### src/rtl/sdclk_pkg.sv
package sdclk_pkg;

  localparam int PRE_FIELD_W = 8;
  localparam int DIV_FIELD_W = 4;
  localparam int PRE_MAX_LOG = 8;
  localparam int DIV_MAX     = 16;
  localparam int CTRL_EN_BIT = PRE_FIELD_W + DIV_FIELD_W;
  localparam int CTRL_W      = CTRL_EN_BIT + 1;

  typedef enum logic [2:0] {
    S_IDLE,
    S_PRE,
    S_DIV,
    S_QUO,
    S_APPLY,
    S_FIN
  } state_t;

  // strobes from control to datapath
  typedef struct packed {
    logic load;
    logic preStep;
    logic divInit;
    logic divStep;
    logic quoInit;
    logic quoStep;
    logic apply;
  } dpCmd_t;

  // conditions from datapath to control
  typedef struct packed {
    logic tgtZero;
    logic preMore;
    logic divMore;
    logic quoLast;
  } dpStat_t;

endpackage

### src/rtl/sdclk_ctrl.sv
module sdclk_ctrl
  import sdclk_pkg::*;
(
  input  logic    clk,
  input  logic    rstN,
  input  logic    start,
  input  dpStat_t stat,
  output dpCmd_t  cmd,
  output logic    busy,
  output logic    done
);

  state_t state, stateNext;

  always_ff @(posedge clk or negedge rstN) begin
    if (!rstN) state <= S_IDLE;
    else       state <= stateNext;
  end

  always_comb begin
    cmd       = '0;
    stateNext = state;
    unique case (state)
      S_IDLE: begin
        if (start) begin
          cmd.load  = 1'b1;
          stateNext = S_PRE;
        end
      end
      S_PRE: begin
        if (stat.tgtZero) begin
          stateNext = S_FIN;
        end else if (stat.preMore) begin
          cmd.preStep = 1'b1;
        end else begin
          cmd.divInit = 1'b1;
          stateNext   = S_DIV;
        end
      end
      S_DIV: begin
        if (stat.divMore) begin
          cmd.divStep = 1'b1;
        end else begin
          cmd.quoInit = 1'b1;
          stateNext   = S_QUO;
        end
      end
      S_QUO: begin
        cmd.quoStep = 1'b1;
        if (stat.quoLast) stateNext = S_APPLY;
      end
      S_APPLY: begin
        cmd.apply = 1'b1;
        stateNext = S_FIN;
      end
      S_FIN:   stateNext = S_IDLE;
      default: stateNext = S_IDLE;
    endcase
  end

  assign busy = (state != S_IDLE);
  assign done = (state == S_FIN);

  // once busy, stays busy until the done cycle
  a_r1_busy_until_done: assert property (@(posedge clk) disable iff (!rstN)
    (busy && !done) |=> busy);

  // done lasts exactly one cycle
  a_r7_done_single: assert property (@(posedge clk) disable iff (!rstN)
    done |=> !done);

  // a start while busy does not re-load the datapath
  a_r1_no_reload_busy: assert property (@(posedge clk) disable iff (!rstN)
    busy |-> !cmd.load);

endmodule

### src/rtl/sdclk_datapath.sv
module sdclk_datapath
  import sdclk_pkg::*;
#(
  parameter int FREQ_W = 32
) (
  input  logic              clk,
  input  logic              rstN,
  input  dpCmd_t            cmd,
  input  logic              ddrIn,
  input  logic [FREQ_W-1:0] hostIn,
  input  logic [FREQ_W-1:0] tgtIn,
  output dpStat_t           stat,
  output logic [CTRL_W-1:0] clkCtrl,
  output logic [FREQ_W-1:0] actualFreq,
  output logic              sdClk
);

  localparam int DIV_LOG = $clog2(DIV_MAX);
  localparam int PROD_W  = FREQ_W + PRE_MAX_LOG + DIV_LOG + 1;
  localparam int LOG_W   = $clog2(PRE_MAX_LOG + DIV_LOG + 2);
  localparam int DIV_W   = DIV_LOG + 1;
  localparam int TOT_W   = PRE_MAX_LOG + DIV_LOG + 2;
  localparam int QCNT_W  = $clog2(FREQ_W);
  localparam int REM_W   = DIV_W;

  logic [FREQ_W-1:0] hostQ, tgtQ;
  logic              ddrQ;
  logic [LOG_W-1:0]  preLog;
  logic [DIV_W-1:0]  divCnt;
  logic [PROD_W-1:0] stepQ, prodQ;
  logic [FREQ_W-1:0] dvdQ;
  logic [REM_W-1:0]  remQ;
  logic [QCNT_W-1:0] quoCnt;
  logic [TOT_W-1:0]  totalDiv, phaseCnt;

  // search arithmetic, no division
  logic [LOG_W-1:0]  preShift;
  logic [PROD_W-1:0] hostExt, preProd;
  assign preShift = preLog + LOG_W'(ddrQ);
  assign hostExt  = PROD_W'(hostQ);
  assign preProd  = PROD_W'(tgtQ) << (preShift + LOG_W'(DIV_LOG));

  assign stat.tgtZero = (tgtQ == '0);
  assign stat.preMore = (hostExt > preProd) && (preLog < LOG_W'(PRE_MAX_LOG));
  assign stat.divMore = (hostExt > prodQ) && (divCnt < DIV_W'(DIV_MAX));
  assign stat.quoLast = (quoCnt == QCNT_W'(FREQ_W - 1));

  // field encodings
  logic [PRE_FIELD_W:0]   preOneHot;
  logic [PRE_FIELD_W-1:0] preCode;
  logic [DIV_FIELD_W-1:0] divCode;
  assign preOneHot = (PRE_FIELD_W + 1)'(1) << preLog;
  assign preCode   = preOneHot[PRE_FIELD_W:1];
  assign divCode   = DIV_FIELD_W'(divCnt - DIV_W'(1));

  // restoring division step
  logic [REM_W:0] remSh;
  logic           fits;
  assign remSh = {remQ, dvdQ[FREQ_W-1]};
  assign fits  = (remSh >= {1'b0, divCnt});

  always_ff @(posedge clk or negedge rstN) begin
    if (!rstN) begin
      hostQ  <= '0;
      tgtQ   <= '0;
      ddrQ   <= 1'b0;
      preLog <= '0;
      divCnt <= DIV_W'(1);
      stepQ  <= '0;
      prodQ  <= '0;
      dvdQ   <= '0;
      remQ   <= '0;
      quoCnt <= '0;
    end else begin
      if (cmd.load) begin
        hostQ  <= hostIn;
        tgtQ   <= tgtIn;
        ddrQ   <= ddrIn;
        preLog <= '0;
        divCnt <= DIV_W'(1);
      end
      if (cmd.preStep) preLog <= preLog + LOG_W'(1);
      if (cmd.divInit) begin
        stepQ  <= PROD_W'(tgtQ) << preShift;
        prodQ  <= PROD_W'(tgtQ) << preShift;
        divCnt <= DIV_W'(1);
      end
      if (cmd.divStep) begin
        divCnt <= divCnt + DIV_W'(1);
        prodQ  <= prodQ + stepQ;
      end
      if (cmd.quoInit) begin
        dvdQ   <= hostQ >> preShift;
        remQ   <= '0;
        quoCnt <= '0;
      end
      if (cmd.quoStep) begin
        remQ   <= fits ? REM_W'(remSh - {1'b0, divCnt}) : REM_W'(remSh);
        dvdQ   <= {dvdQ[FREQ_W-2:0], fits};
        quoCnt <= quoCnt + QCNT_W'(1);
      end
    end
  end

  // control word and reported rate
  always_ff @(posedge clk or negedge rstN) begin
    if (!rstN) begin
      clkCtrl    <= '0;
      actualFreq <= '0;
      totalDiv   <= TOT_W'(1);
    end else if (cmd.load) begin
      clkCtrl    <= '0;
      actualFreq <= '0;
    end else if (cmd.apply) begin
      clkCtrl    <= {1'b1, divCode, preCode};
      actualFreq <= dvdQ;
      totalDiv   <= TOT_W'(divCnt) << preShift;
    end
  end

  // divided clock
  logic [TOT_W:0]   totPlus;
  logic [TOT_W-1:0] highLen;
  logic             clkOn;
  assign totPlus = {1'b0, totalDiv} + (TOT_W + 1)'(1);
  assign highLen = totPlus[TOT_W:1];
  assign clkOn   = clkCtrl[CTRL_EN_BIT];

  always_ff @(posedge clk or negedge rstN) begin
    if (!rstN) begin
      phaseCnt <= '0;
      sdClk    <= 1'b0;
    end else if (!clkOn || cmd.load) begin
      phaseCnt <= '0;
      sdClk    <= 1'b0;
    end else begin
      sdClk    <= (phaseCnt < highLen);
      phaseCnt <= (phaseCnt == totalDiv - TOT_W'(1)) ? '0 : phaseCnt + TOT_W'(1);
    end
  end

  // applying a setting turns the enable on
  a_r7_apply_enables: assert property (@(posedge clk) disable iff (!rstN)
    cmd.apply |=> clkCtrl[CTRL_EN_BIT]);

  // prescaler code is zero or a single set bit
  a_r2_pre_code_onehot: assert property (@(posedge clk) disable iff (!rstN)
    $onehot0(clkCtrl[PRE_FIELD_W-1:0]));

  // divisor stays within 1..16
  a_r3_div_range: assert property (@(posedge clk) disable iff (!rstN)
    (divCnt >= DIV_W'(1)) && (divCnt <= DIV_W'(DIV_MAX)));

  // the running product never wraps
  a_r10_no_overflow: assert property (@(posedge clk) disable iff (!rstN)
    cmd.divStep |=> (prodQ > $past(prodQ)));

  // with the enable off, the card clock falls low
  a_r8_off_means_low: assert property (@(posedge clk) disable iff (!rstN)
    !clkOn |=> !sdClk);

endmodule

### src/rtl/sdclk_divider.sv
module sdclk_divider
  import sdclk_pkg::*;
#(
  parameter int FREQ_W = 32
) (
  input  logic              clk,
  input  logic              rstN,
  input  logic              start,
  input  logic              ddrMode,
  input  logic [FREQ_W-1:0] hostFreq,
  input  logic [FREQ_W-1:0] targetFreq,
  output logic              busy,
  output logic              done,
  output logic [CTRL_W-1:0] clkCtrl,
  output logic [FREQ_W-1:0] actualFreq,
  output logic              sdClk
);

  dpCmd_t  cmd;
  dpStat_t stat;

  sdclk_ctrl u_ctrl (
    .clk   (clk),
    .rstN  (rstN),
    .start (start),
    .stat  (stat),
    .cmd   (cmd),
    .busy  (busy),
    .done  (done)
  );

  sdclk_datapath #(.FREQ_W(FREQ_W)) u_dp (
    .clk        (clk),
    .rstN       (rstN),
    .cmd        (cmd),
    .ddrIn      (ddrMode),
    .hostIn     (hostFreq),
    .tgtIn      (targetFreq),
    .stat       (stat),
    .clkCtrl    (clkCtrl),
    .actualFreq (actualFreq),
    .sdClk      (sdClk)
  );

  // nothing leaks out while a new setting is being worked out
  a_r6_gated_while_busy: assert property (@(posedge clk) disable iff (!rstN)
    (busy && !done) |-> (!sdClk && !clkCtrl[CTRL_EN_BIT] && (clkCtrl == '0)));

endmodule

### config.mk
export PLATFORM = sky130hd
export DESIGN_NAME = sdclk_divider
export DESIGN_NICKNAME = d
export VERILOG_FILES = /design/src/rtl/sdclk_pkg.sv /design/src/rtl/sdclk_ctrl.sv /design/src/rtl/sdclk_datapath.sv /design/src/rtl/sdclk_divider.sv
export SDC_FILE = /design/constraint.sdc
export NUM_CORES = 1
export LEC_CHECK = 0
export BUFFER_PORTS_ARGS = -buffer_cell sky130_fd_sc_hd__buf_4
export CORE_MARGIN = 1
export CORE_UTILIZATION = 40
export DETAILED_ROUTE_END_ITERATION = 10
export GPL_ROUTABILITY_DRIVEN = 0
export GPL_TIMING_DRIVEN = 0
export PLACE_DENSITY_LB_ADDON = 0.05
export SLEW_MARGIN = 10
export SYNTH_ARGS = -nofsm -noshare
export SYNTH_HDL_FRONTEND = slang
export SYNTH_HIERARCHICAL = 1
export SYNTH_SLANG_ARGS = --single-unit
### constraint.sdc
create_clock -name clk -period 7.1 [get_ports clk]
set_input_delay 0.355 -clock clk [delete_from_list [all_inputs] [get_ports clk]]
set_output_delay 0.355 -clock clk [all_outputs]
set_load 0.005 [all_outputs]
=== Word-level counts from Yosys, hierarchy flattened ===
Cells that the tools add are included.

* Register bits after elaboration: 283
* Latch bits: 0
* Bits in writable memories: 0
* Memory bits (read-only): 0
* Input port bits: 68
* Output and inout port bits: 48
* Logic and storage cells: 101
* Memories kept: 0

* Add/subtract/negate cells: 11
* $mul: 0
* Div/mod/pow operators: 0
* Magnitude comparators: 6
* Equality and inequality tests: 11
* Shift operators: 5
* Mux-type cells: 37
* Bitwise gates (word level): 1
* Reduce and logical (&&, ||, !) cells: 14

{| class="wikitable"
|+ Operator list
! kind !! count
|-
| 2-to-1 mux 32 bit || 4
|-
| > comparator 32 x 45 -> 1 bit || 2
|-
| 2-to-1 mux 45 bit || 2
|-
| left shift 32 x 4 -> 45 bit || 2
|-
| adder 45 bit || 1
|-
| 2-to-1 mux 5 bit || 7
|-
| zero test 32 bit || 1
|-
| >> shifter 32 x 4 -> 32 bit || 1
|-
| 2-to-1 mux 14 bit || 2
|-
| 2-to-1 mux 13 bit || 2
|-
| adder 14 x 1 -> 15 bit (second input constant) || 1
|-
| 2-to-1 mux 3 bit || 5
|-
| one-hot mux 3 bit (5 select lines) || 1
|-
| adder 14 x 1 -> 14 bit (second input constant) || 1
|-
| == test 14 bit || 1
|-
| < comparator 14 bit || 1
|-
| left shift 5 x 4 -> 14 bit || 1
|-
| subtractor 14 x 1 -> 14 bit (second input constant) || 1
|-
| adder 5 x 1 -> 5 bit (second input constant) || 2
|-
| 2-to-1 mux 1 bit || 9
|-
| left shift 1 x 4 -> 9 bit (first input constant) || 1
|-
| 2-to-1 mux 4 bit || 2
|-
| nonzero test 2 bit || 4
|-
| == test 3 x 2 -> 1 bit (second input constant) || 2
|-
| 22 further kinds || 29
|}

=== Logic depth before layout (Yosys ltp) ===
Gate-level depths: netlist of run 1.

* Word-level depth: 10
* Gate-level depth with buffers: 30

=== Modules after synthesis ===
The synthesis of run 1 kept the hierarchy.

{| class="wikitable"
|+ By module, submodules not included
! module !! times used !! cells an instance !! area each (µm²) !! seq. area each (µm²)
|-
| sdclk_datapath || 1 || 2291 || 20055.5 || 7009.2
|-
| sdclk_ctrl || 1 || 28 || 257.7 || 75.1
|}

=== Worst setup path after synthesis of run 1 ===
OpenSTA, ideal clock, no wires.

* Kind: reg2reg
* Start: register u_dp.preLog[0]
* End: register u_dp.prodQ[10]
* Arrival time: 5616 ps
* Required time: 6962 ps
* Path slack: 1346 ps
* Stages on the path, launching flop included: 24
* Buffers on the path: 5
* Clock period less this slack: 5754 ps
* Path through: dfrtp_1 ha_1 ha_1 xnor2_1 clkbuf_1 clkbuf_1 buf_1 o31ai_1 ha_1 a21o_1 a21o_1 a21o_1 a21o_1 a21o_1 a21o_1 a221o_1 nand4_1 a31oi_1 nor4_1 clkbuf_1 buf_1 o311ai_0 o211ai_1 o21ai_0

{| class="wikitable"
|+ RTL lines
! element !! line !! text
|-
| start, declared || sdclk_datapath.sv:28 || <nowiki>logic [LOG_W-1:0] preLog;</nowiki>
|-
| start signal, assigned || sdclk_datapath.sv:82 || <nowiki>if (cmd.preStep) preLog <= preLog + LOG_W'(1);</nowiki>
|-
| end signal, assigned || sdclk_datapath.sv:85 || <nowiki>prodQ <= PROD_W'(tgtQ) << preShift;</nowiki>
|-
| end signal, assigned || sdclk_datapath.sv:90 || <nowiki>prodQ <= prodQ + stepQ;</nowiki>
|-
| end, declared || sdclk_datapath.sv:30 || <nowiki>logic [PROD_W-1:0] stepQ, prodQ;</nowiki>
|}

==> results.md, run 1 <==
* # setup viols final at 0
* Post-synthesis sequential area ratio at 34.9%
* Max Buffers Root-to-Sink at 3
* Vias per cell at 5.81
* Gr usage total at 28.0%
* Worst Path Class, Setup: reg -> reg
* DP Wirelength at approximately 56000 microns
* Power Density at 552 nW/um^2
* Num CTS Buffers at 35
* Mux cell area share after synthesis at 12.4%
* Pwr Total at around 13 mW
* WP data arrival at 7.33 ns
* Top cell type's share of synthesized area at about a third
* Crit end category: flop
* Xor/xnor share of the synthesized area at 3.92%
* Via count at about 18000
* Final period util at 98.2%
* Final core occ at 46.5%
* Post-synth EDFFs at 0
* RSZ-0062 raised after global routing: false
* Num Clock Sinks at around 280
* Full die area at 51700 sq um
* Critical path launch point: u_dp/preLog[0]
* Gate Count Post-Synth at 2319
* Cell taking the most area after synthesis: dfrtp_1
* Crit path max fanout at 10
* Top-level I/O count at 116
* Clock root buffer: clkbuf_16
* Drt first pass iters at 6
* Critical Path RT at roughly 7.5 ns
* Most frequent cell after synthesis: dfrtp_1
* Post-route cell area at 23300 sq um
* Initial antenna violation count at 1
* Area growth syn-to-layout at 14.7%
* Netlist cell types at 84
* Insertion delay to the later sink of the worst-skew pair at 0.55 ns
* Outcome: finished clean
* Drt total wl at 71600 microns
* Worst Hold Class: in -> reg
* Final worst path period need at 6.97 ns
* H-tree lvl count at 2
* Adder-cell area share of the yosys netlist at 8.88%
* Die W at 227 microns
* DR iter-0 viols at about 1600
* Met1 WL at 30300 microns
* Avg WL per Cell at 22.6 microns
* Met2 routed WL at 33800 microns
* Fin. Hold Viols at 0
* Core Region at between 50000 and 60000 sq um
* Fin nets at 2687
* Max Cap Violations at 0
* Layout cells sized above 1 at roughly 14%
* Number of global-route vias before repair at 18100
* Die span in y at 227 microns
* Met3 Wirelength at 4830 microns
* Slew margin rel. at between 10% and 20%
* Combinational family with the most area after synthesis: compound AO/OA/AOI/OAI gates
* First-pass GRT wire length at ~110000 microns
* P_leak at 10.7 nW
* CP Launch Type: flop
* Top cells by area, synth: dfrtp_1 35%, ha_1 8.7%, mux2i_1 6.7%
* Hold_sp: hostFreq[24]
* Antenna Violating Nets Remaining at 0
* Yosys warnings at 6
* Mean Syn Cell Area at ~8.8 sq um
* Syn_nets at 2530
* Crit Reg-Reg Startpoint: u_dp/preLog[0]
* Synthesized area at 20300 sq um
* # port buffers at 115
* Post-route insts no fill at 3171
* Main flop type after synthesis: dfrtp_1
* Peak VDD IR at 0.000268 V
* DR top layer: met4
* Most frequent cells after synthesis: 281 x dfrtp_1, 234 x nand2_1, 215 x nor2_1
* CTS tree: built
* Post-synthesis register bit count at between 200 and 300
* Antenna cells at 0
* Largest net degree at the start of global routing at 92
* Fmax at 0.143 GHz
* Fraction of registers with async set/reset at 100%
* Setup skew after layout at 0.0164 ns
* Setup bufs post-CTS at 0
* Worst Max-Slew Pin Slew at 1.22 ns
* Pins Over Slew Limit at 0
* Initial core utilization at 40.5%
* Simple logic cell fraction of the synthesized area at 16.5%
* Gr ovfl total at 0
* CTS clk-pin slew, worst paths at 0.06 ns
* DR DRC count at 0
* Standard-cell row count at slightly above 80
* Placed inst area at 22100 sq um
* Post-Route Setup TNS at 0 ns
* Cells after DPL at 3110
* Compound-cell area share of the yosys netlist at a little under a fifth
## sequential cells by signal, summed over array words and instances, names as in the netlist
name             cells
u_dp/actualFreq     32
u_ctrl/state         3
u_dp/ddrQ            1
u_dp/dvdQ           32
u_dp/clkCtrl        13
u_dp/quoCnt          5
u_dp/remQ            5
u_dp/tgtQ           32
u_dp/preLog          4
u_dp/prodQ          45
u_dp/stepQ          45
u_dp/hostQ          32
u_dp/totalDiv       14
u_dp/divCnt          5
u_dp/sdClk           1
u_dp/phaseCnt       14
## critical path, cell delays in order, from the launching register on
cell and delay (ns):
dfrtp_1 0.49, ha_1 0.26, ha_1 0.26, xnor2_2 0.39, clkbuf_2 0.40, clkbuf_1 0.68, nand2_1 0.22, o31ai_1 0.17
ha_1 0.32, a21o_1 0.16, a21o_1 0.18, a21o_1 0.17, a21o_1 0.17, a21o_1 0.17, a21o_1 0.17, a221o_1 0.35
nand4_1 0.16, a31oi_1 0.23, nor4_2 0.26, buf_4 0.22, clkbuf_2 0.28, buf_2 0.32, o311ai_0 0.38, o211ai_1 0.21
o21ai_0 0.13
## what timing repair did
item | in CTS | in global routing
resized for setup | 11 | 6
setup endpoints to repair | 89 | 71
hold buffers | 1 | 0
hold endpoints to repair | 38 | 0
## worst paths after layout
kind	cells after the start	end	slack [ns]
setup / recovery	24	u_dp/prodQ[10]	0.13
hold / removal	2	u_dp/hostQ[24]	0.04
setup reg to reg	24	u_dp/prodQ[10]	0.13
hold reg to reg	1	u_dp/stepQ[10]	0.49
max in group asynchronous	4	u_dp/prodQ[38]	5.69
min in group asynchronous	2	u_dp/phaseCnt[1]	0.28
## kinds of logic after synthesis
| family | Yosys count |
|---|---|
| AND/OR/NAND/NOR | 721 |
| AO/OA/AOI/OAI | 587 |
| flip-flops | 283 |
| buffers and inverters | 261 |
| multiplexers | 233 |
| adder cells (fa/ha/maj) | 143 |
| XOR/XNOR | 91 |
## final cells by class
cell class,count,area [sq um]
sequential,283,7080
timing repair buffer,120,971
inverter,120,450
fill,4966,26900
tap,672,841
clock buffer,47,991
multi-input combinational,1775,12200
clock inverter,13,154
buffer,141,639
## routing by layer
| layer | GRT usage (%) | up-vias |
|---|---|---|
| met5 | 0 | - |
| met4 | 10.0 | 0 |
| met3 | 4.23 | 180 |
| met2 | 47.2 | 676 |
| met1 | 36.2 | 9003 |
| li1 | - | 8575 |
## layout by cell type, fill, tap and decap left out, drive strengths merged, types with 6 or more instances in the layout
| cell type | instances |
|---|---|
| a311oi | 14 |
| o21ai | 174 |
| o211ai | 33 |
| or2 | 10 |
| ha | 141 |
| o31ai | 15 |
| a22oi | 6 |
| or3 | 8 |
| nand3 | 84 |
| and2 | 11 |
| a31oi | 16 |
| mux2 | 92 |
| nor2 | 215 |
| nor2b | 19 |
| a21oi | 169 |
| and3 | 9 |
| nand2b | 32 |
| a21o | 59 |
| nand4 | 29 |
| inv | 122 |
| xor2 | 46 |
| xnor2 | 45 |
| buf | 174 |
| a211oi | 23 |
| clkbuf | 132 |
| clkinv | 7 |
| nand2 | 234 |
| o21a | 16 |
| mux2i | 136 |
| nor4 | 18 |
| a21boi | 10 |
| o21bai | 8 |
| dfrtp | 281 |
| nor3 | 25 |
## through the flow
stage	hold WS, ns	setup slack (ns)
floorplan	0.0594	1.35
global route	0.0268	0.0167
global placement	0.472	-1.57
detailed placement	0.263	-0.762
CTS	0.00810	0.0222
finish	0.0352	0.128
## power by group
group | total [mW] | internal [mW] | leakage, nW | switching (mW)
combinational | 8.08 | 3.08 | 6.54 | 5.00
clock | 1.82 | 1.09 | 0.567 | 0.730
sequential | 2.96 | 2.23 | 3.56 | 0.732
total | 12.9 | 6.39 | 10.7 | 6.47
No activity file was read; power rests on OpenSTA's default activity.
==> run 2: changes to the inputs <==
- ABC_AREA: not set -> 1
==> run 2 against run 1 <==
Compared with the run above: wire length grew 17%; clock skew grew 0.016 ns; synthesized area grew 4.1%; hold slack lost 0.020 ns; power shrank 1.1%; core utilization grew 0.65 points; register-to-register slack gained 0.13 ns.
==> results.md, run 2 <==
* Fin nets at 3501 (was 2687)
* Initial core utilization at 40.8% (was 40.5%)
* Number of global-route vias before repair at 21900 (was 18100)
* Clock root buffer: clkbuf_16 (unchanged)
* Initial antenna violation count at 1 (unchanged)
* CP top delay family: simple AND/OR/NAND/NOR gates (was compound AO/OA/AOI/OAI gates)
* Full die area at 53800 sq um (was 51700 sq um)
* WP buf/inv at 5 (unchanged)
* P_leak at 12.4 nW (was 10.7 nW)
* Critical Path RT at 7.54 ns (was 7.46 ns)
* Power Density at 521 nW/um^2 (was 552 nW/um^2)
* First-pass GRT wire length at 128000 microns (was 109000 microns)
* Most common cell after layout, fill and taps aside: nand2_1 (was dfrtp_1)
* Max Cap Violations at 0 (unchanged)
* Worst path cell trace: ha_1 -> ha_1 -> inv_1 -> buf_2 -> buf_1 -> nand2_1 -> nor2_1 -> nand2_1 -> ha_1 -> nand2_1 -> nor2_1 -> nand4_1 -> o22a_1 -> nand3_1 -> nor2_1 -> nand2_1 -> nor2_1 -> nor2_2 -> nor2_4 -> inv_1 -> clkbuf_1 -> nor2_1 -> a21oi_1 -> nand2_1 (was ha_1 -> ha_1 -> xnor2_2 -> clkbuf_2 -> clkbuf_1 -> nand2_1 -> o31ai_1 -> ha_1 -> a21o_1 -> a21o_1 -> a21o_1 -> a21o_1 -> a21o_1 -> a21o_1 -> a221o_1 -> nand4_1 -> a31oi_1 -> nor4_2 -> buf_4 -> clkbuf_2 -> buf_2 -> o311ai_0 -> o211ai_1 -> o21ai_0)
* Slowest cell on the critical path: clkbuf_1 (unchanged)
* Crit Reg-Reg Startpoint: u_dp/preLog[0] (unchanged)
* Mean Syn Cell Area at 6.79 sq um (was 8.76 sq um)
* Crit path max fanout at 10 (unchanged)
* Fraction of registers with async set/reset at 100% (unchanged)
* Syn_nets at 3326 (was 2530)
* Antenna Violating Nets Remaining at 0 (unchanged)
* Worst R2R Path Depth at 24 (unchanged)
* Most frequent cells in the layout: 983 x nand2_1, 337 x inv_1, 319 x o21ai_0, 281 x dfrtp_1, 213 x nor2_1 (was 281 x dfrtp_1, 234 x nand2_1, 215 x nor2_1, 167 x a21oi_1, 165 x o21ai_0)
* Post-synthesis sequential area ratio at 33.5% (was 34.9%)
* Via count at 22200 (was 18400)
* Final period util at 96.3% (was 98.2%)
* Fill count at 5382 (was 4966)
* Post-synthesis register bit count at 283 (unchanged)
* Insertion delay to the later sink of the worst-skew pair at 0.57 ns (was 0.55 ns)
* DP Wirelength at 66600 microns (was 55800 microns)
* Top cells by area, synth: dfrtp_1 33%, nand2_1 17%, ha_1 8.3% (was dfrtp_1 35%, ha_1 8.7%, mux2i_1 6.7%)
* Drt total wl at 83800 microns (was 71600 microns)
* Outcome: finished clean (unchanged)
* Placed inst area at 22900 sq um (was 22100 sq um)
* Slew margin rel. at 32.1% (was 17.3%)
* CTS tree: built (unchanged)
* Gate Count Post-Synth at 3115 (was 2319)
* Most frequent cells after synthesis: 983 x nand2_1, 337 x inv_1, 319 x o21ai_0 (was 281 x dfrtp_1, 234 x nand2_1, 215 x nor2_1)
* Drt first pass iters at 6 (unchanged)
* RSZ-0062 raised after global routing: false (unchanged)
* Die span in y at 232 microns (was 227 microns)
* Num CTS Buffers at 38 (was 35)
* Critical path launch point: u_dp/preLog[0] (unchanged)
* Pwr Total at 12.7 mW (was 12.9 mW)
* Synthesized area at 21200 sq um (was 20300 sq um)
* Fin. Hold Viols at 0 (unchanged)
* Worst Path Class, Setup: reg -> reg (unchanged)
* Top cell type's share of synthesized area at 33.2% (was 34.6%)
* Worst setup path endpoint: u_dp/prodQ[37] (was u_dp/prodQ[10])
* Setup skew after layout at 0.0321 ns (was 0.0164 ns)
* Die W at 232 microns (was 227 microns)
* Netlist cell types at 55 (was 84)
* Simple logic cell fraction of the synthesized area at 29.7% (was 16.5%)
* Top-level I/O count at 116 (unchanged)
* Avg WL per Cell at 21.0 microns (was 22.6 microns)
* Worst stage delay on the critical path at 0.74 ns (was 0.68 ns)
* CP Launch Type: flop (unchanged)
* Main flop type after synthesis: dfrtp_1 (unchanged)
* WP data arrival at 7.27 ns (was 7.33 ns)
* Layout cells sized above 1 at 8.14% (was 14.2%)
* Worst Max-Slew Pin Slew at 1.01 ns (was 1.22 ns)
* Vias per cell at 5.56 (was 5.81)
* Top flop regs: u_dp/prodQ x45, u_dp/stepQ x45 (unchanged)
* Worst path depth at 24 (unchanged)
* CTS clk-pin slew, worst paths at 0.06 ns (about the same)
* H-tree lvl count at 2 (unchanged)
* # setup viols final at 0 (unchanged)
* Post-synth EDFFs at 0 (unchanged)
* Gr ovfl total at 0 (unchanged)
* Reg-to-reg slack, setup at 0.26 ns (was 0.13 ns)
* Max Buffers Root-to-Sink at 3 (unchanged)
* # port buffers at 115 (unchanged)
* DR DRC count at 0 (unchanged)
* Combinational family with the most area after synthesis: simple AND/OR/NAND/NOR gates (was compound AO/OA/AOI/OAI gates)
* Cell taking the most area after synthesis: dfrtp_1 (unchanged)
* Gr usage total at 31.4% (was 28.0%)
* Xor/xnor share of the synthesized area at 1.77% (was 3.92%)
* Peak VDD IR at 0.000191 V (was 0.000268 V)
* R2R Path End: u_dp/prodQ[37] (was u_dp/prodQ[10])
* DR iter-0 viols at 2056 (was 1621)
* Pins Over Slew Limit at 0 (unchanged)
* Compound-cell area share of the yosys netlist at 16.2% (was 18.1%)
* Worst Hold Class: in -> reg (unchanged)
* Largest net degree at the start of global routing at 105 (was 92)
* Num Clock Sinks at 283 (unchanged)
* Fmax at 0.146 GHz (was 0.143 GHz)
* Area growth syn-to-layout at 15.4% (was 14.7%)
* Most frequent cell after synthesis: nand2_1 (was dfrtp_1)
* Crit end category: flop (unchanged)
* Core Region at 51800 sq um (was 50200 sq um)
* Mux cell area share after synthesis at 1.23% (was 12.4%)
* Adder-cell area share of the yosys netlist at 8.53% (was 8.88%)
* Final core occ at 47.1% (was 46.5%)
* Yosys warnings at 6 (unchanged)
* Standard-cell row count at 83 (was 82)
* Setup bufs post-CTS at 0 (unchanged)
* Final worst path period need at 6.84 ns (was 6.97 ns)
* Post-route cell area at 24400 sq um (was 23300 sq um)
## run 2: cell count changes in the layout (fill, tap and decap cells not counted), sizes merged, moves of 23 or more
cell,delta
xnor2,-33
nand3,+115
mux2,-92
a21o,-48
nand2b,-32
inv,+225
a22oi,+23
o21ai,+169
mux2i,-110
nand2,+753
## run 2: worst min-delay path by stage
stage | end | cells past startpoint | slack [ns] | start
2_1_floorplan | u_ctrl/state[0] | 0 | 0.06 | rstN
6_report | u_dp/hostQ[6] | 3 | 0.02 | hostFreq[6]
3_5_place_dp | u_dp/sdClk | 1 | 0.39 | rstN
4_1_cts | u_dp/tgtQ[13] | 3 | 0.0006 | targetFreq[13]
5_1_grt | u_dp/tgtQ[12] | 3 | 0.007 | targetFreq[12]
3_3_place_gp | u_dp/stepQ[38] | 1 | 0.47 | u_dp/stepQ[38]
## run 2: layout make-up
class	count	area [sq um]	share of cell area, %
Antenna cell	1	2.50	0.0103
Clock buffer	53	1110	4.54
Multi-Input combinational cell	2356	12200	49.9
Clock inverter	15	171	0.702
Tap cell	680	851	3.49
Timing Repair Buffer	135	1110	4.53
Sequential cell	283	7080	29.0
Buffer	127	608	2.49
Inverter	349	1310	5.37
## run 2: logic make-up (layout without fill, tap and decap cells)
kind of cell	Yosys count	in the layout
AOI/OAI and AO/OA	623	623
xor gates and xnor gates	42	42
adders and majority gates	143	143
buffers and inverters	476	679
DFF	283	283
muxes	26	26
other	0	1
and+or+nand+nor	1522	1522
## run 2: layer usage
| metal | vias to the layer above | routed length (microns) | GRT usage [%] |
|---|---|---|---|
| li1 | 10600 | - | - |
| met1 | 10700 | 34900 | 38.7 |
| met2 | 802 | 39500 | 52.9 |
| met3 | 190 | 4830 | 4.76 |
| met4 | 4 | 4560 | 16.2 |
| met5 | - | 29 | 0 |
## run 2: timing repair
item | CTS | global route
hold buffers | 18 | 0
pin swaps | 0 | 0
endpoints found under the setup margin | 9 | 13
gates cloned | 0 | 0
hold endpoints to repair | 92 | 0
resized for setup | 1 | 2
## run 2: power breakdown
| part | internal (mW) | switching (mW) |
|---|---|---|
| clock network | 1.20 | 0.780 |
| registers | 2.24 | 0.589 |
| logic | 2.47 | 5.44 |
| total | 5.91 | 6.81 |
## run 2: metrics by stage
step	hold slack [ns]	cells	worst slack, ns	setup TNS, ns
finish	0.0151	3999	0.262	0
global route	0.00679	3998	0.0803	0
CTS	0.000562	3998	0.238	0
detailed placement	0.392	3912	-0.0514	-0.165
global placement	0.468	3910	-0.0778	-0.243
floorplan	0.0594	3115	2.72	0
## run 2: worst min-delay path: cells and delay by family
kind | cells | cell delay, ns
AOI/OAI and AO/OA | 1 | 0.07
and+or+nand+nor | 1 | 0.04
buffers and inverters | 1 | 0.08
==> run 3: changes to the inputs <==
- CTS_BUF_LIST: not set -> sky130_fd_sc_hd__clkbuf_16
==> run 3 against run 2 <==
Compared with the run above: worst setup slack lost 0.045 ns; power shrank 0.70%; wire length about the same; critical path type unchanged; register-to-register slack got worse by 0.05 ns; sequential power about the same; combinational power about the same; largest power group unchanged; sequential share of layout area up 0.12 points; hold slack barely moved; first-iteration DRC count shrank 0.29%; highest routed layer unchanged; non-clock buffer count decreased by 2; critical endpoint unchanged; via count up 0.13%.
==> results.md, run 3 (synthesis results as in run 2) <==
* Outcome: finished clean (unchanged)
* Post-Route Setup TNS at 0 ns (unchanged)
* Hold Slack at 0.0147 ns (was 0.0151 ns)
* Insertion delay to the later sink of the worst-skew pair at 0.58 ns (was 0.57 ns)
* Drt first pass iters at 6 (unchanged)
* Hold depth at 3 (unchanged)
* Avg WL per Cell at 21.0 microns (about the same)
* Standard-cell row count at 83 (unchanged)
* Top flop regs: u_dp/prodQ x45, u_dp/stepQ x45 (unchanged)
* Reg-to-reg slack, setup at 0.22 ns (was 0.26 ns)
* Area growth syn-to-layout at 14.9% (was 15.4%)
* Worst R2R Path Depth at 24 (unchanged)
* R2R Path End: u_dp/prodQ[37] (unchanged)
* RSZ-0062 raised after global routing: false (unchanged)
* Gr ovfl total at 0 (unchanged)
* Peak VDD IR at 0.000188 V (was 0.000191 V)
* Initial core utilization at 40.8% (unchanged)
* Top-level I/O count at 116 (unchanged)
* Crit path max fanout at 10 (unchanged)
* Footprint of the multi-input gates at 12200 sq um (unchanged)
* Pwr Total at 12.6 mW (was 12.7 mW)
* Clock root buffer: clkbuf_16 (unchanged)
* Post-route cell area at 24300 sq um (was 24400 sq um)
* Max Cap Violations at 0 (unchanged)
* Fill count at 5393 (was 5382)
* Final worst path period need at 6.88 ns (was 6.84 ns)
* First-pass GRT wire length at 128000 microns (about the same)
* Fmax at 0.145 GHz (was 0.146 GHz)
* Setup bufs post-CTS at 0 (unchanged)
* Fin. Hold Viols at 0 (unchanged)
* Worst Max-Slew Pin Slew at 1.01 ns (about the same)
* DP Wirelength at 66600 microns (unchanged)
* Crit end category: flop (unchanged)
* Drt total wl at 83800 microns (about the same)
* # setup viols final at 0 (unchanged)
* CP Launch Type: flop (unchanged)
* CTS tree: built (unchanged)
* Number of global-route vias before repair at 21900 (about the same)
* P_leak at 12.4 nW (about the same)
* Met2 routed WL at 39500 microns (about the same)
* Most common cell after layout, fill and taps aside: nand2_1 (unchanged)
* Full die area at 53800 sq um (unchanged)
* Met3 Wirelength at 5410 microns (was 4830 microns)
* Final period util at 97.0% (was 96.3%)
* Core Region at 51800 sq um (unchanged)
* Layout cells sized above 1 at 7.90% (was 8.14%)
* Num Clock Sinks at 283 (unchanged)
* Gr usage total at 31.4% (about the same)
* Fin nets at 3499 (was 3501)
* DR DRC count at 0 (unchanged)
* Critical Path RT at 7.54 ns (about the same)
* Vias per cell at 5.57 (was 5.56)
* Register Area at 7080 sq um (unchanged)
* Antenna Violating Nets Remaining at 0 (unchanged)
* Slew margin rel. at 32.7% (was 32.1%)
* Hold EP: u_dp/tgtQ[2] (was u_dp/hostQ[6])
* Met1 WL at 34400 microns (was 34900 microns)
* Largest net degree at the start of global routing at 105 (unchanged)
* Die span in y at 232 microns (unchanged)
* Die W at 232 microns (unchanged)
* Crit Reg-Reg Startpoint: u_dp/preLog[0] (unchanged)
* Initial antenna violation count at 1 (unchanged)
* Placed inst area at 22900 sq um (unchanged)
* Max Buffers Root-to-Sink at 3 (unchanged)
* Most frequent cells in the layout: 983 x nand2_1, 343 x inv_1, 319 x o21ai_0, 281 x dfrtp_1, 213 x nor2_1 (was 983 x nand2_1, 337 x inv_1, 319 x o21ai_0, 281 x dfrtp_1, 213 x nor2_1)
* Power Density at 520 nW/um^2 (was 521 nW/um^2)
* Num CTS Buffers at 38 (unchanged)
* WP data arrival at 7.32 ns (was 7.27 ns)
* Worst Path Class, Setup: reg -> reg (unchanged)
* CTS clk-pin slew, worst paths at 0.06 ns (about the same)
* Setup skew after layout at 0.0356 ns (was 0.0321 ns)
* Worst Hold Class: in -> reg (unchanged)
* # port buffers at 115 (unchanged)
* Pins Over Slew Limit at 0 (unchanged)
* Hold_sp: targetFreq[2] (was hostFreq[6])
* H-tree lvl count at 2 (unchanged)
* Via count at 22300 (was 22200)
* DR iter-0 viols at 2050 (was 2056)
* DR top layer: met5 (unchanged)
[run 3: changes by cell type in the layout (fill, tap and decap cells not counted), sizes merged]
cell and delta:
clkinv +8, clkbuf -14, dlygate4sd3 -2, inv +6
[run 3: where the power goes]
part | internal [mW] | switching, mW
logic | 2.47 | 5.45
clock network | 1.11 | 0.781
registers | 2.24 | 0.584
[run 3: metal layers]
metal,GRT usage (%),vias up
met2,53.0,870
li1,-,10600
met4,16.1,4
met5,0,-
met1,38.7,10600
met3,4.65,192
[run 3: timing repair]
item                                   in CTS  in global routing
endpoints found under the hold margin      90                  0
hold buffers                               16                  0
gates resized for setup                     1                  2
setup endpoints to repair                   9                 13
[run 3: per-stage QoR]
stage | std cells | utilization (%) | setup slack [ns]
3_3_place_gp | 3910 | 44.1 | -0.0778
3_5_place_dp | 3912 | 44.2 | -0.0514
6_report | 3997 | 46.9 | 0.216
4_1_cts | 3996 | 46.9 | 0.243
5_1_grt | 3996 | 46.9 | 0.0810
2_1_floorplan | 3115 | - | 2.72
[run 3: worst max path at each step]
| stage | end | cells past startpoint | from |
|---|---|---|---|
| after floorplan | u_dp/prodQ[16] | 33 | u_dp/preLog[0] |
| after global placement | u_dp/prodQ[26] | 26 | u_dp/preLog[0] |
| after detailed placement | u_dp/prodQ[26] | 26 | u_dp/preLog[0] |
| after CTS | u_dp/divCnt[4] | 27 | u_dp/preLog[0] |
| after global routing | u_dp/prodQ[26] | 24 | u_dp/preLog[0] |
| final | u_dp/prodQ[37] | 24 | u_dp/preLog[0] |
[run 3: critical path, stage by stage (launching register included)]
cell	delay (ns)
dfrtp_1	0.47
ha_1	0.27
ha_1	0.35
inv_1	0.08
buf_2	0.22
buf_1	0.63
nand2_1	0.37
nor2_1	0.56
nand2_1	0.11
ha_1	0.30
nand2_1	0.07
nor2_1	0.20
nand4_1	0.19
o22a_1	0.21
nand3_1	0.06
nor2_1	0.05
nand2_1	0.10
nor2_1	0.10
nor2_2	0.62
nor2_4	0.25
inv_1	0.41
clkbuf_1	0.76
nor2_1	0.10
a21oi_1	0.15
nand2_1	0.07
[run 3: final cells by class]
cell class                 instances  share of cell area, %
multi-input combinational       2356                   50.1
sequential                       283                   29.1
inverter                         349                   5.39
timing repair buffer             133                   4.47
clock buffer                      39                   4.01
tap                              680                   3.50
buffer                           127                   2.50
clock inverter                    29                  0.921
antenna                            1                 0.0103
